<file path="config.mk">
export PLATFORM = sky130hd
export DESIGN_NAME = utx_mphy_slave
export DESIGN_NICKNAME = d
export VERILOG_FILES = /design/src/rtl/utx_pkg.sv /design/src/rtl/utx_sel.sv /design/src/rtl/utx_cellcnt.sv /design/src/rtl/utx_status.sv /design/src/rtl/utx_mphy_slave.sv
export SDC_FILE = /design/constraint.sdc
export NUM_CORES = 1
export LEC_CHECK = 0
export ABC_AREA = 1
export CAP_MARGIN = 20
export CORE_MARGIN = 3
export CORE_UTILIZATION = 30
export CTS_CLUSTER_SIZE = 20
export DETAILED_ROUTE_END_ITERATION = 12
export PLACE_DENSITY = 0.56
export SKIP_CTS_REPAIR_TIMING = 1
export SLEW_MARGIN = 10
export SYNTH_ARGS = -nofsm -noshare
export SYNTH_HDL_FRONTEND = slang
export SYNTH_SLANG_ARGS = --single-unit
</file>
<file path="constraint.sdc">
create_clock -name clk -period 4.6 [get_ports clk]
set_input_delay 0.92 -clock clk [delete_from_list [all_inputs] [get_ports clk]]
set_output_delay 0.92 -clock clk [all_outputs]
set_load 0.005 [all_outputs]
</file>
<file path="src/rtl/utx_pkg.sv">
`timescale 1ns/1ps
package utx_pkg;

    localparam int ADDR_W    = 5;
    localparam int DATA_W    = 8;
    localparam int CELL_W    = 8;
    localparam int MAX_PORTS = 4;
    localparam int PIDX_W    = 2;

    typedef logic [PIDX_W-1:0] port_idx_t;

    typedef struct packed {
        logic      valid;
        port_idx_t idx;
    } port_sel_t;

    typedef struct packed {
        logic [DATA_W-1:0] data;
        logic              first;
        logic              last;
    } octet_t;

    // Offset of an address from the base, modulo the address space.
    function automatic port_sel_t decode_port(input logic [ADDR_W-1:0] addr,
                                              input logic [ADDR_W-1:0] base,
                                              input int              nports);
        logic [ADDR_W-1:0] off;
        port_sel_t         r;
        off     = addr - base;
        r.valid = (int'(off) < nports);
        r.idx   = off[PIDX_W-1:0];
        return r;
    endfunction

endpackage

</file>
<file path="src/rtl/utx_sel.sv">
`timescale 1ns/1ps
module utx_sel
    import utx_pkg::*;
#(
    parameter int NPORT = 4
) (
    input  logic              clk,
    input  logic              rst,
    input  logic              enb_n,
    input  logic [ADDR_W-1:0] addr,
    input  logic [ADDR_W-1:0] base,
    output port_sel_t         cur,
    output port_sel_t         held
);

    logic      enb_n_q;
    port_sel_t held_q;
    logic      start;

    // Falling enable: this edge picks a new port from the address bus.
    assign start = ~enb_n & enb_n_q;

    always_comb begin
        cur = start ? decode_port(addr, base, NPORT) : held_q;
    end

    always_ff @(posedge clk) begin
        if (rst) begin
            enb_n_q <= 1'b1;
            held_q  <= '0;
        end else begin
            enb_n_q <= enb_n;
            held_q  <= cur;
        end
    end

    assign held = held_q;

    // Selection only moves on an enable falling edge.
    p_hold_sel_r4: assert property (@(posedge clk) disable iff (rst)
        !(~enb_n & enb_n_q) |=> $stable(held_q));

endmodule

</file>
<file path="src/rtl/utx_cellcnt.sv">
`timescale 1ns/1ps
module utx_cellcnt
    import utx_pkg::*;
(
    input  logic              clk,
    input  logic              rst,
    input  logic              acc,
    input  logic              soc,
    input  logic [CELL_W-1:0] cell_size,
    output logic              first,
    output logic              last,
    output logic [CELL_W-1:0] cnt
);

    logic [CELL_W-1:0] cnt_q;
    logic [CELL_W-1:0] idx;

    always_comb begin
        idx   = soc ? '0 : cnt_q;
        first = soc;
        last  = (idx == cell_size - CELL_W'(1));
    end

    always_ff @(posedge clk) begin
        if (rst) begin
            cnt_q <= '0;
        end else if (acc) begin
            cnt_q <= last ? '0 : idx + CELL_W'(1);
        end
    end

    assign cnt = cnt_q;

    p_cnt_below_size_r6: assert property (@(posedge clk) disable iff (rst)
        cnt_q < cell_size);

    p_pause_holds_r5: assert property (@(posedge clk) disable iff (rst)
        !acc |=> $stable(cnt_q));

endmodule

</file>
<file path="src/rtl/utx_status.sv">
`timescale 1ns/1ps
module utx_status
    import utx_pkg::*;
#(
    parameter int NPORT  = 4,
    parameter int FREE_W = 10
) (
    input  logic                    clk,
    input  logic                    rst,
    input  logic [NPORT*FREE_W-1:0] port_free,
    input  logic [CELL_W-1:0]       cell_size,
    input  port_sel_t               held,
    input  logic [CELL_W-1:0]       cnt,
    output logic [NPORT-1:0]        clav
);

    localparam int CMP_W = (FREE_W > CELL_W + 1) ? FREE_W + 1 : CELL_W + 2;

    logic [NPORT-1:0] clav_q;

    for (genvar p = 0; p < NPORT; p++) begin : g_port
        logic             busy;
        logic [CMP_W-1:0] need;
        logic [CMP_W-1:0] have;

        always_comb begin
            busy = held.valid && (held.idx == PIDX_W'(p)) && (cnt != '0);
            need = CMP_W'(cell_size)
                 + (busy ? (CMP_W'(cell_size) - CMP_W'(cnt)) : '0);
            have = CMP_W'(port_free[p*FREE_W +: FREE_W]);
        end

        always_ff @(posedge clk) begin
            if (rst) clav_q[p] <= 1'b0;
            else     clav_q[p] <= (have >= need);
        end

        // Announced room always covers at least one full cell.
        p_room_r8: assert property (@(posedge clk) disable iff (rst)
            clav_q[p] |-> ($past(have) >= CMP_W'(cell_size)));
    end

    assign clav = clav_q;

endmodule

</file>
<file path="src/rtl/utx_mphy_slave.sv">
`timescale 1ns/1ps
module utx_mphy_slave
    import utx_pkg::*;
#(
    parameter int NPORT  = 4,
    parameter int FREE_W = 10
) (
    input  logic                    clk,
    input  logic                    rst,
    input  logic [ADDR_W-1:0]       cfg_base,
    input  logic [CELL_W-1:0]       cfg_cell_size,
    input  logic [DATA_W-1:0]       tx_data,
    input  logic                    tx_soc,
    input  logic                    tx_enb_n,
    input  logic [ADDR_W-1:0]       tx_addr,
    input  logic [NPORT*FREE_W-1:0] port_free,
    output logic [NPORT-1:0]        tx_clav,
    output logic [NPORT-1:0]        wr_en,
    output logic [DATA_W-1:0]       wr_data,
    output logic                    wr_first,
    output logic                    wr_last
);

    port_sel_t         cur;
    port_sel_t         held;
    logic              acc;
    logic              first;
    logic              last;
    logic [CELL_W-1:0] cnt;
    logic [NPORT-1:0]  wr_en_q;
    octet_t            oct_q;

    utx_sel #(.NPORT(NPORT)) u_sel (
        .clk   (clk),
        .rst   (rst),
        .enb_n (tx_enb_n),
        .addr  (tx_addr),
        .base  (cfg_base),
        .cur   (cur),
        .held  (held)
    );

    assign acc = ~tx_enb_n & cur.valid;

    utx_cellcnt u_cnt (
        .clk       (clk),
        .rst       (rst),
        .acc       (acc),
        .soc       (tx_soc),
        .cell_size (cfg_cell_size),
        .first     (first),
        .last      (last),
        .cnt       (cnt)
    );

    utx_status #(.NPORT(NPORT), .FREE_W(FREE_W)) u_status (
        .clk       (clk),
        .rst       (rst),
        .port_free (port_free),
        .cell_size (cfg_cell_size),
        .held      (held),
        .cnt       (cnt),
        .clav      (tx_clav)
    );

    always_ff @(posedge clk) begin
        if (rst) begin
            wr_en_q <= '0;
            oct_q   <= '0;
        end else begin
            wr_en_q <= acc ? (NPORT'(1) << cur.idx) : '0;
            oct_q   <= '{data: tx_data, first: first, last: last};
        end
    end

    assign wr_en    = wr_en_q;
    assign wr_data  = oct_q.data;
    assign wr_first = oct_q.first;
    assign wr_last  = oct_q.last;

    p_one_port_r2: assert property (@(posedge clk) disable iff (rst)
        $onehot0(wr_en_q));

    p_write_needs_enb_r5: assert property (@(posedge clk) disable iff (rst)
        (|wr_en_q) |-> $past(!tx_enb_n));

    p_first_from_soc_r6: assert property (@(posedge clk) disable iff (rst)
        ((|wr_en_q) && oct_q.first) |-> $past(tx_soc));

endmodule

</file>
==> results of run 1 <==
## metrics by stage
step	cell area [µm²]	cells	util
after floorplan	4542	670	-
after global placement	6020	989	0.4095
after detailed placement	6020	989	0.4095
after CTS	6171	997	0.4198
after global routing	6222	998	0.4233
final	6222	998	0.4233
## layout make-up
class                           count  area [µm²]  share of cell area
Timing Repair Buffer              142        1291              0.2075
Tap cell                          184       230.2             0.03700
Inverter                           84       320.3             0.05148
Clock buffer                        6       138.9             0.02232
Sequential cell                    30       600.6             0.09652
Clock inverter                      2       12.51            0.002011
Multi-Input combinational cell    550        3628              0.5831
## cells in the mapped netlist, types with 5 or more instances
cell type	instances
nand3_1	36
a21oi_1	53
buf_2	5
nor2_2	12
o21ai_1	7
dfxtp_1	30
inv_1	66
a21oi_2	8
nand2_2	10
nand3_2	5
o21ai_0	18
nand4_1	9
xnor2_1	17
inv_2	15
o211ai_1	5
nor2_1	84
ha_1	82
nand2_4	7
nor3_1	8
fa_1	6
nand2_1	141
xor2_1	20
## power by group through the flow
stage | Sequential (mW) | Clock [mW] | Combinational [mW]
finish | 0.275 | 0.355 | 0.356
global route | 0.276 | 0.372 | 0.404
CTS | 0.275 | 0.368 | 0.357
detailed placement | 0.280 | 0 | 0.355
global placement | 0.280 | 0 | 0.354
floorplan | 0.280 | 0 | 0.186
## flip-flops by register name, summed over array words and instances, names as in the netlist
name and count:
u_cnt.cnt 8, u_sel.enb_n_q 1, u_sel.held 3, u_status.clav 4, wr_data 8, wr_en 4
wr_first 1, wr_last 1
## worst min-delay path, cell delays in order (launching register included)
cell	delay [ns]
dfxtp_1	0.30
nand3_1	0.07
nand2_1	0.05
## layer usage
layer | part of all wire | GRT usage | vias up
li1 | - | - | 2499
met1 | 0.48 | 0.2092 | 1981
met2 | 0.45 | 0.2732 | 96
met3 | 0.060 | 0.03050 | 9
met4 | 0.0099 | 0.03088 | 0
met5 | 0 | 0 | -
## path summary, 6_finish.rpt
path,startpoint,end,slack (ns),cells after the start
worst max register to register,u_cnt.cnt[3],u_status.clav[1],0.91,21
worst max-delay path,cfg_cell_size[3],u_status.clav[1],0.27,21
worst min-delay path,u_cnt.cnt[5],u_cnt.cnt[5],0.47,2
worst min register to register,u_cnt.cnt[5],u_cnt.cnt[5],0.47,2
## logic make-up after synthesis
family	synth area share
XOR/XNOR	0.07135
flip-flops	0.1322
buffers and inverters	0.07686
AND/OR/NAND/NOR	0.3366
adder cells (fa/ha/maj)	0.2523
AO/OA/AOI/OAI	0.1306
==> flow_summary.toml, run 1 <==
[run_status]
run_status = "finished, final reports clean"

[cts]
clk_pin_slew_worst_paths_ns = 0.07
clock_sinks = 30
clock_path_buffers = 2
h-tree-depth = 2
cts_tree = "done"
clk_latency_ns = 0.29
root_buffer = "clkbuf_16"
cts-buffers-inserted = 5

[synthesis]
dominantRegCellSynth = "dfxtp_1"
yosys_warn_count = 0
synth-seq-cells = 30
syn-instance-count = 670
cell_area_after_synthesis_um2 = 4542
yosys.area.top_type = "ha_1"
synth-edff-count = 0
synthDistinctLibCells = 37
async_flop_share = 0
avg_inst_size_synth_um2 = 6.779
synth_nets = 828
synth_area_leaders = "ha_1, dfxtp_1, nand2_1, nor2_1, a21oi_1"
seq_area_frac_synth = 0.1322
synth_top_area_share = 0.2259

[sta]
timing.final.max_slew_violations = 0
finalHoldWorstSlack_ns = 0.4719
grt_setup_unrepaired = "false"
final_hold_viol_count = 0
final.setup.worst_slack_ns = 0.2654
max_slew.worst_pin.slew_ns = 0.5460
slew_headroom = 0.6334
maxClockFrequency_ghz = 0.2307
setup_tns_ns = 0
fin_worst_skew_ns = 0.01661
layout_worst_path_cycle_share = 0.9423
count_of_endpoints_failing_setup_in_the_final_report = 0
min_tclk_post_route_ns = 4.335

[placed_design]
numPortBuffers = 87
placement.setup.worst_slack_ns = -0.1163
dpl.hpwl_um = 10580
routabilityCongestion = 0.9255

[power]
post-layout-total-power_mw = 0.9855
power.ir.vdd_worst_mv = 0.1732
power.net_switching_mw = 0.3234
power.switching_fraction = 0.3282
share_seq_of_total_power = 0.279
p_comb_frac = 0.361
power-per-cell-area_nw_per_um2 = 158.4
pwr-share-clk = 0.360
power.static_leakage_nw = 2.996
internal-power_mw = 0.6621

[critical_path]
critical_path_arrival_ns = 4.57
cp_num_buf_inv = 3
timing.critical_path.slowest_cell_delay_ns = 0.48
cp_cell_sequence = "clkdlybuf4s50_1 > ha_1 > a21oi_1 > o21ai_2 > buf_4 > buf_4 > nand3_2 > nand2_1 > xnor2_1 > nor2_1 > ha_1 > xor2_1 > ha_1 > nand2_1 > nor2_1 > nand2_1 > o211ai_1 > nand2_1 > nand3_1 > nand3_1 > a21oi_2"
path_class = "input port to flip-flop"
crit_path_end_kind = "flip-flop"
worstPathRequired_ns = 4.84
worstSetupStartpointType = "input port"
critical_path.max_fanout = 5
cpMaxStageDelayCell = "clkdlybuf4s50_1"
timing.critical_path.mode_cell = "nand2_1"
critical-path-top-delay-family = "adder cells"

[cells_and_area]
layout.filler_cells = 1519
final_net_count = 971
most_used_cells_in_the_layout_excluding_fill_and_tap_cells = "nand2_1, clkdlybuf4s50_1, nor2_1"
drive_above_1_share = 0.1720
diodes = 0
area_growth_from_synthesis_to_layout_pct = 37.00
layout.cells.most_common = "nand2_1"

[routing]
first_pass_iters = 4
drt-initial-drc-count = 216
postRouteAntennaNets = 0
vias_per_cell = 4.594
num_vias = 4585
route.detailed.drc = 0
drt-total-wl_um = 12680
routed_wire_length_per_instance_um = 12.71

[die]
die-area_um2 = 16650
die_width_um = 129.0
die_y_um = 129.0
io_pins = 88
core_area_um2 = 14700
rows = 44
initial_core_utilization = 0.3090

[global_routing]
largest_net_degree_at_the_start_of_global_routing = 20
groute.usage.overall = 0.1591
antenna_violations_before_repair = 0
grt_first_pass_wirelength_um = 21540
grt.overflow.total = 0
first_global_vias = 4560

[min_path]
min-delay-path-class = "flip-flop to flip-flop"

[flow_run]
max-cap-violations = 0
Note: power is estimated with default switching activity, not from simulation.
==> inputs of run 2 (changes only) <==
- CAP_MARGIN: 20 -> 10
- CORE_UTILIZATION: 30 -> 40
- PLACE_DENSITY: 0.56 -> 0.69
- RECOVER_POWER: default -> 50
==> run 2 against run 1 <==
Core utilization grew 13 points; sequential power barely moved; clock power barely moved; first-iteration DRC count increased by 6.0%; die area down 24%; register-to-register slack hardly changed; sequential cell count stayed put; highest routed layer unchanged.
==> flow_summary.toml, run 2 (synthesized netlist as in run 1, its figures left out) <==
[routing]
drt-initial-drc-count = 229
drt-total-wl_um = 12780
vias_per_cell = 5.101
first_pass_iters = 5
num_vias = 4800
route.detailed.drc = 0
routed_wire_length_per_instance_um = 13.58
postRouteAntennaNets = 0

[critical_path]
worstPathRequired_ns = 4.81
critical_path_arrival_ns = 4.56
crit_path_end_kind = "flip-flop"
path_class = "input port to flip-flop"
worstSetupStartpointType = "input port"
critical_path.max_fanout = 5

[cts]
clock_sinks = 30
clk_pin_slew_worst_paths_ns = 0.06
clk_latency_ns = 0.28
cts_tree = "done"
cts-buffers-inserted = 5
clock_path_buffers = 2
h-tree-depth = 2
root_buffer = "clkbuf_16"

[sta]
final_hold_viol_count = 0
maxClockFrequency_ghz = 0.2299
count_of_endpoints_failing_setup_in_the_final_report = 0
fin_worst_skew_ns = 0.008590
final.setup.worst_slack_ns = 0.2507
setup_tns_ns = 0
min_tclk_post_route_ns = 4.349
layout_worst_path_cycle_share = 0.9455
slew_headroom = 0.3134
grt_setup_unrepaired = "false"
timing.final.max_slew_violations = 0
max_slew.worst_pin.slew_ns = 1.030

[die]
rows = 38
io_pins = 88
initial_core_utilization = 0.4135
die_width_um = 112.6
core_area_um2 = 10980
die_y_um = 112.6
die-area_um2 = 12670

[min_path]
min-delay-path-class = "flip-flop to flip-flop"

[power]
p_comb_frac = 0.358
power-per-cell-area_nw_per_um2 = 161.8
power.ir.vdd_worst_mv = 0.1679
share_seq_of_total_power = 0.279
power.switching_fraction = 0.3327
pwr-share-clk = 0.363
power.net_switching_mw = 0.3267
internal-power_mw = 0.6552
power.static_leakage_nw = 2.949
post-layout-total-power_mw = 0.9819

[cells_and_area]
final_net_count = 958
drive_above_1_share = 0.1598
diodes = 0
area_growth_from_synthesis_to_layout_pct = 33.64
layout.cells.most_common = "nand2_1"
most_used_cells_in_the_layout_excluding_fill_and_tap_cells = "nand2_1, nor2_1, ha_1"

[placed_design]
dpl.hpwl_um = 10400
routabilityCongestion = 0.9294
numPortBuffers = 87
placement.setup.worst_slack_ns = -0.1173

[flow_run]
max-cap-violations = 0

[run_status]
run_status = "finished, final reports clean"

[global_routing]
groute.usage.overall = 0.2017
largest_net_degree_at_the_start_of_global_routing = 20
first_global_vias = 4794
antenna_violations_before_repair = 0
grt_first_pass_wirelength_um = 21500
grt.overflow.total = 0
-- run 2: changes by cell type in the layout (fill, tap and decap cells not counted), moves of 2 or more --
cell / before / now
a211oi_2: 0 / 3
o21ai_1: 8 / 10
buf_4: 55 / 41
dlymetal6s2s_1: 3 / 1
dlygate4sd3_1: 0 / 15
clkdlybuf4s50_1: 84 / 71
a211oi_1: 4 / 1
o21ai_0: 17 / 15
-- run 2: area by class of cell --
| type | instances | area, µm² |
|---|---|---|
| fill | 1028 | 4913 |
| multi-input combinational | 550 | 3637 |
| timing repair buffer | 129 | 1185 |
| sequential | 30 | 600.6 |
| inverter | 84 | 320.3 |
| tap | 140 | 175.2 |
| clock buffer | 6 | 138.9 |
| clock inverter | 2 | 12.51 |
-- run 2: critical path, stage by stage --
cell	delay, ns
clkdlybuf4s50_1	0.49
ha_1	0.40
a21oi_1	0.26
o21ai_4	0.11
buf_4	0.15
nand3_2	0.08
nand2_1	0.07
xnor2_1	0.42
nor2_1	0.10
ha_1	0.34
xor2_1	0.19
ha_1	0.31
nand2_1	0.07
nor2_1	0.14
nand2_1	0.08
o211ai_1	0.08
nand2_1	0.06
nand3_1	0.08
nand3_1	0.08
a21oi_2	0.11
-- run 2: power by group through the flow --
| stage | Combinational (mW) | Sequential (mW) | Clock (mW) |
|---|---|---|---|
| after floorplan | 0.186 | 0.280 | 0 |
| after global placement | 0.339 | 0.280 | 0 |
| after detailed placement | 0.348 | 0.280 | 0 |
| after CTS | 0.350 | 0.274 | 0.361 |
| after global routing | 0.396 | 0.275 | 0.373 |
| final | 0.352 | 0.274 | 0.356 |
-- run 2: worst paths after layout --
check | start | end | slack, ns | cells after the start
max reg2reg | u_cnt.cnt[3] | u_status.clav[2] | 0.92 | 20
min reg2reg | u_cnt.cnt[5] | u_cnt.cnt[5] | 0.49 | 2
max | cfg_cell_size[3] | u_status.clav[2] | 0.25 | 20
min | u_cnt.cnt[5] | u_cnt.cnt[5] | 0.49 | 2
-- run 2: per-stage QoR --
| step | std cells | area [µm²] | hold WS (ns) | utilization |
|---|---|---|---|---|
| 2_1_floorplan | 670 | 4542 | 0.4489 | - |
| 3_3_place_gp | 929 | 5844 | 0.4616 | 0.5321 |
| 3_5_place_dp | 929 | 5844 | 0.4848 | 0.5321 |
| 4_1_cts | 937 | 5996 | 0.4935 | 0.5459 |
| 5_1_grt | 941 | 6070 | 0.5279 | 0.5526 |
| 6_report | 941 | 6070 | 0.4870 | 0.5526 |
-- run 2: metal layers --
metal  up-vias  global-route usage  share of wire
met5         -                   0              0
met4         0             0.04247          0.015
met3        18             0.05121          0.081
met2       168              0.3373           0.46
met1      2146              0.2626           0.45
li1       2468                   -              -
==> inputs of run 3 (changes only) <==
- CORE_MARGIN: 3 -> 2
- CORE_UTILIZATION: 40 -> 50
- PLACE_DENSITY: 0.69 -> 0.82
==> run 3 against run 2 <==
Cell count down 2.4%; sequential power about the same; die area down 22%; wire length down 4.0%; sequential share of layout area up 0.068 points; worst setup slack better by 0.053 ns; fmax up 1.2%; critical path type unchanged; critical path depth up 2; total power down 11%; core utilization up 14 points; clock power down 31%.
==> flow_summary.toml, run 3 (synthesized netlist as in run 1, its figures left out) <==
[critical_path]
path_class = "input port to flip-flop"
worst_r2r_startpoint = "u_cnt.cnt[3]"
cpMaxStageDelayCell = "clkdlybuf4s50_1"
critical-path-top-delay-family = "compound AO/OA/AOI/OAI gates"
worstSetupStartpointType = "input port"
critical_path.reg2reg.endpoint = "u_status.clav[3]"
worstPathRequired_ns = 4.84
crit_path_end_kind = "flip-flop"
critical_path.max_fanout = 4
register_to_register_path_depth = 20
r2r_slack_ns = 0.95
cp_cell_sequence = "clkdlybuf4s50_1 > buf_4 > ha_1 > nand2_1 > o21ai_1 > xnor2_1 > buf_4 > nor2_1 > ha_1 > nand2_1 > o21ai_0 > a21oi_2 > xor2_1 > ha_1 > nand2_1 > nor2_1 > nand2_1 > o211ai_1 > nand2_1 > nand3_1 > nand3_1 > a21oi_2"
critical_path_arrival_ns = 4.54
timing.critical_path.mode_cell = "nand2_1"
cp_num_buf_inv = 3
timing.critical_path.slowest_cell_delay_ns = 0.49

[cells_and_area]
layout.cells.most_common = "nand2_1"
final_net_count = 967
layout.cell_area.non_filler_um2 = 6028
most_used_cells_in_the_layout_excluding_fill_and_tap_cells = "nand2_1, ha_1, nor2_1"
final_cell_count_no_fill = 918
area_growth_from_synthesis_to_layout_pct = 32.73
layout.filler_cells = 747
drive_above_1_share = 0.1704
diodes = 0

[die]
initial_core_utilization = 0.5183
rows = 34
core_area_um2 = 8763
io_pins = 88
die_width_um = 99.31
die_y_um = 99.31
die-area_um2 = 9862

[cts]
clock_sinks = 30
h-tree-depth = 2
root_buffer = "clkbuf_8"
clk_pin_slew_worst_paths_ns = 0.09
cts-buffers-inserted = 5
clk_latency_ns = 0.30
cts_tree = "done"
clock_path_buffers = 2

[power]
power.static_leakage_nw = 2.969
power-per-cell-area_nw_per_um2 = 145.3
post-layout-total-power_mw = 0.8757
power.ir.vdd_worst_mv = 0.1655

[placed_design]
place_area_um2 = 5894
dpl.cell_count = 909
numPortBuffers = 87
placement.setup.worst_slack_ns = -0.1340
dpl.hpwl_um = 10210
routabilityCongestion = 0.9454

[sta]
max_slew.worst_pin.slew_ns = 0.8737
maxClockFrequency_ghz = 0.2328
fin_worst_skew_ns = 0.01843
grt_setup_unrepaired = "false"
layout_worst_path_cycle_share = 0.9339
slew_headroom = 0.4156
final.setup.worst_slack_ns = 0.3041
final_hold_viol_count = 0
timing.final.max_slew_violations = 0
setup_tns_ns = 0
min_tclk_post_route_ns = 4.296
count_of_endpoints_failing_setup_in_the_final_report = 0

[global_routing]
groute.layer.met2.usage = 0.4725
groute.usage.overall = 0.2552
antenna_violations_before_repair = 0
top_usage_layer = "met2"
grt.overflow.total = 0
first_global_vias = 4748
grt_first_pass_wirelength_um = 20660
gr-usage-met3 = 0.04708
largest_net_degree_at_the_start_of_global_routing = 20
groute.layer.met1.usage = 0.3066

[routing]
routed_wire_length_per_instance_um = 13.36
vias_per_cell = 5.288
postRouteAntennaNets = 0
drt-total-wl_um = 12270
drt-initial-drc-count = 165
route.detailed.drc = 0
num_vias = 4854
first_pass_iters = 5

[min_path]
worstHoldPathCells = 2
min-delay-path-class = "flip-flop to flip-flop"
holdCritStartpoint = "u_cnt.cnt[5]"
worstHoldEndpoint = "u_cnt.cnt[5]"

[flow_run]
max-cap-violations = 0

[run_status]
run_status = "finished, final reports clean"
==> run 3: final cells by class <==
type,instances,area [µm²],area share
Tap cell,108,135.1,0.02242
Multi-Input combinational cell,550,3621,0.6007
Sequential cell,30,600.6,0.09963
Clock buffer,6,82.58,0.01370
Timing Repair Buffer,138,1256,0.2084
Clock inverter,2,12.51,0.002076
Inverter,84,320.3,0.05313
==> run 3: worst max-delay path by stage <==
stage	from	to	slack, ns	depth (start not counted)
after floorplan	cfg_cell_size[0]	u_status.clav[3]	0.68	20
after global placement	cfg_cell_size[0]	u_status.clav[3]	0.01	21
after detailed placement	cfg_cell_size[0]	u_status.clav[3]	-0.13	21
after CTS	cfg_cell_size[0]	u_status.clav[3]	0.17	21
after global routing	cfg_cell_size[1]	u_status.clav[3]	0.01	25
final	cfg_cell_size[1]	u_status.clav[2]	0.30	22
==> run 3: routing by layer <==
metal | part of all wire | up-vias
met5 | 0 | -
met3 | 0.072 | 19
met1 | 0.42 | 2191
met2 | 0.49 | 161
li1 | - | 2483
met4 | 0.018 | 0
==> run 3: stage by stage <==
stage	hold slack [ns]	utilization
finish	0.4729	0.6879
global route	0.5154	0.6879
CTS	0.4739	0.6835
detailed placement	0.4625	0.6726
global placement	0.4590	0.6726
floorplan	0.4489	-
==> run 3: power by group <==
group | leakage, nW | internal [mW] | switching [mW]
sequential | 0.246 | 0.270 | 0.00404
clock | 0.0472 | 0.121 | 0.126
combinational | 2.68 | 0.173 | 0.182
==> run 3: worst register-to-register path: stages (launching register included) <==
cell      delay, ns
dfxtp_1        0.38
inv_1          0.12
ha_1           0.36
a21oi_1        0.20
o21ai_2        0.10
buf_4          0.14
nand3_2        0.08
nand2_1        0.08
xnor2_1        0.47
nor2_1         0.09
ha_1           0.35
xor2_1         0.19
ha_1           0.30
nand2_1        0.09
nor2_2         0.13
nand2_1        0.07
o211ai_1       0.10
nand2_1        0.07
nand3_1        0.07
nand3_1        0.08
a21oi_2        0.11
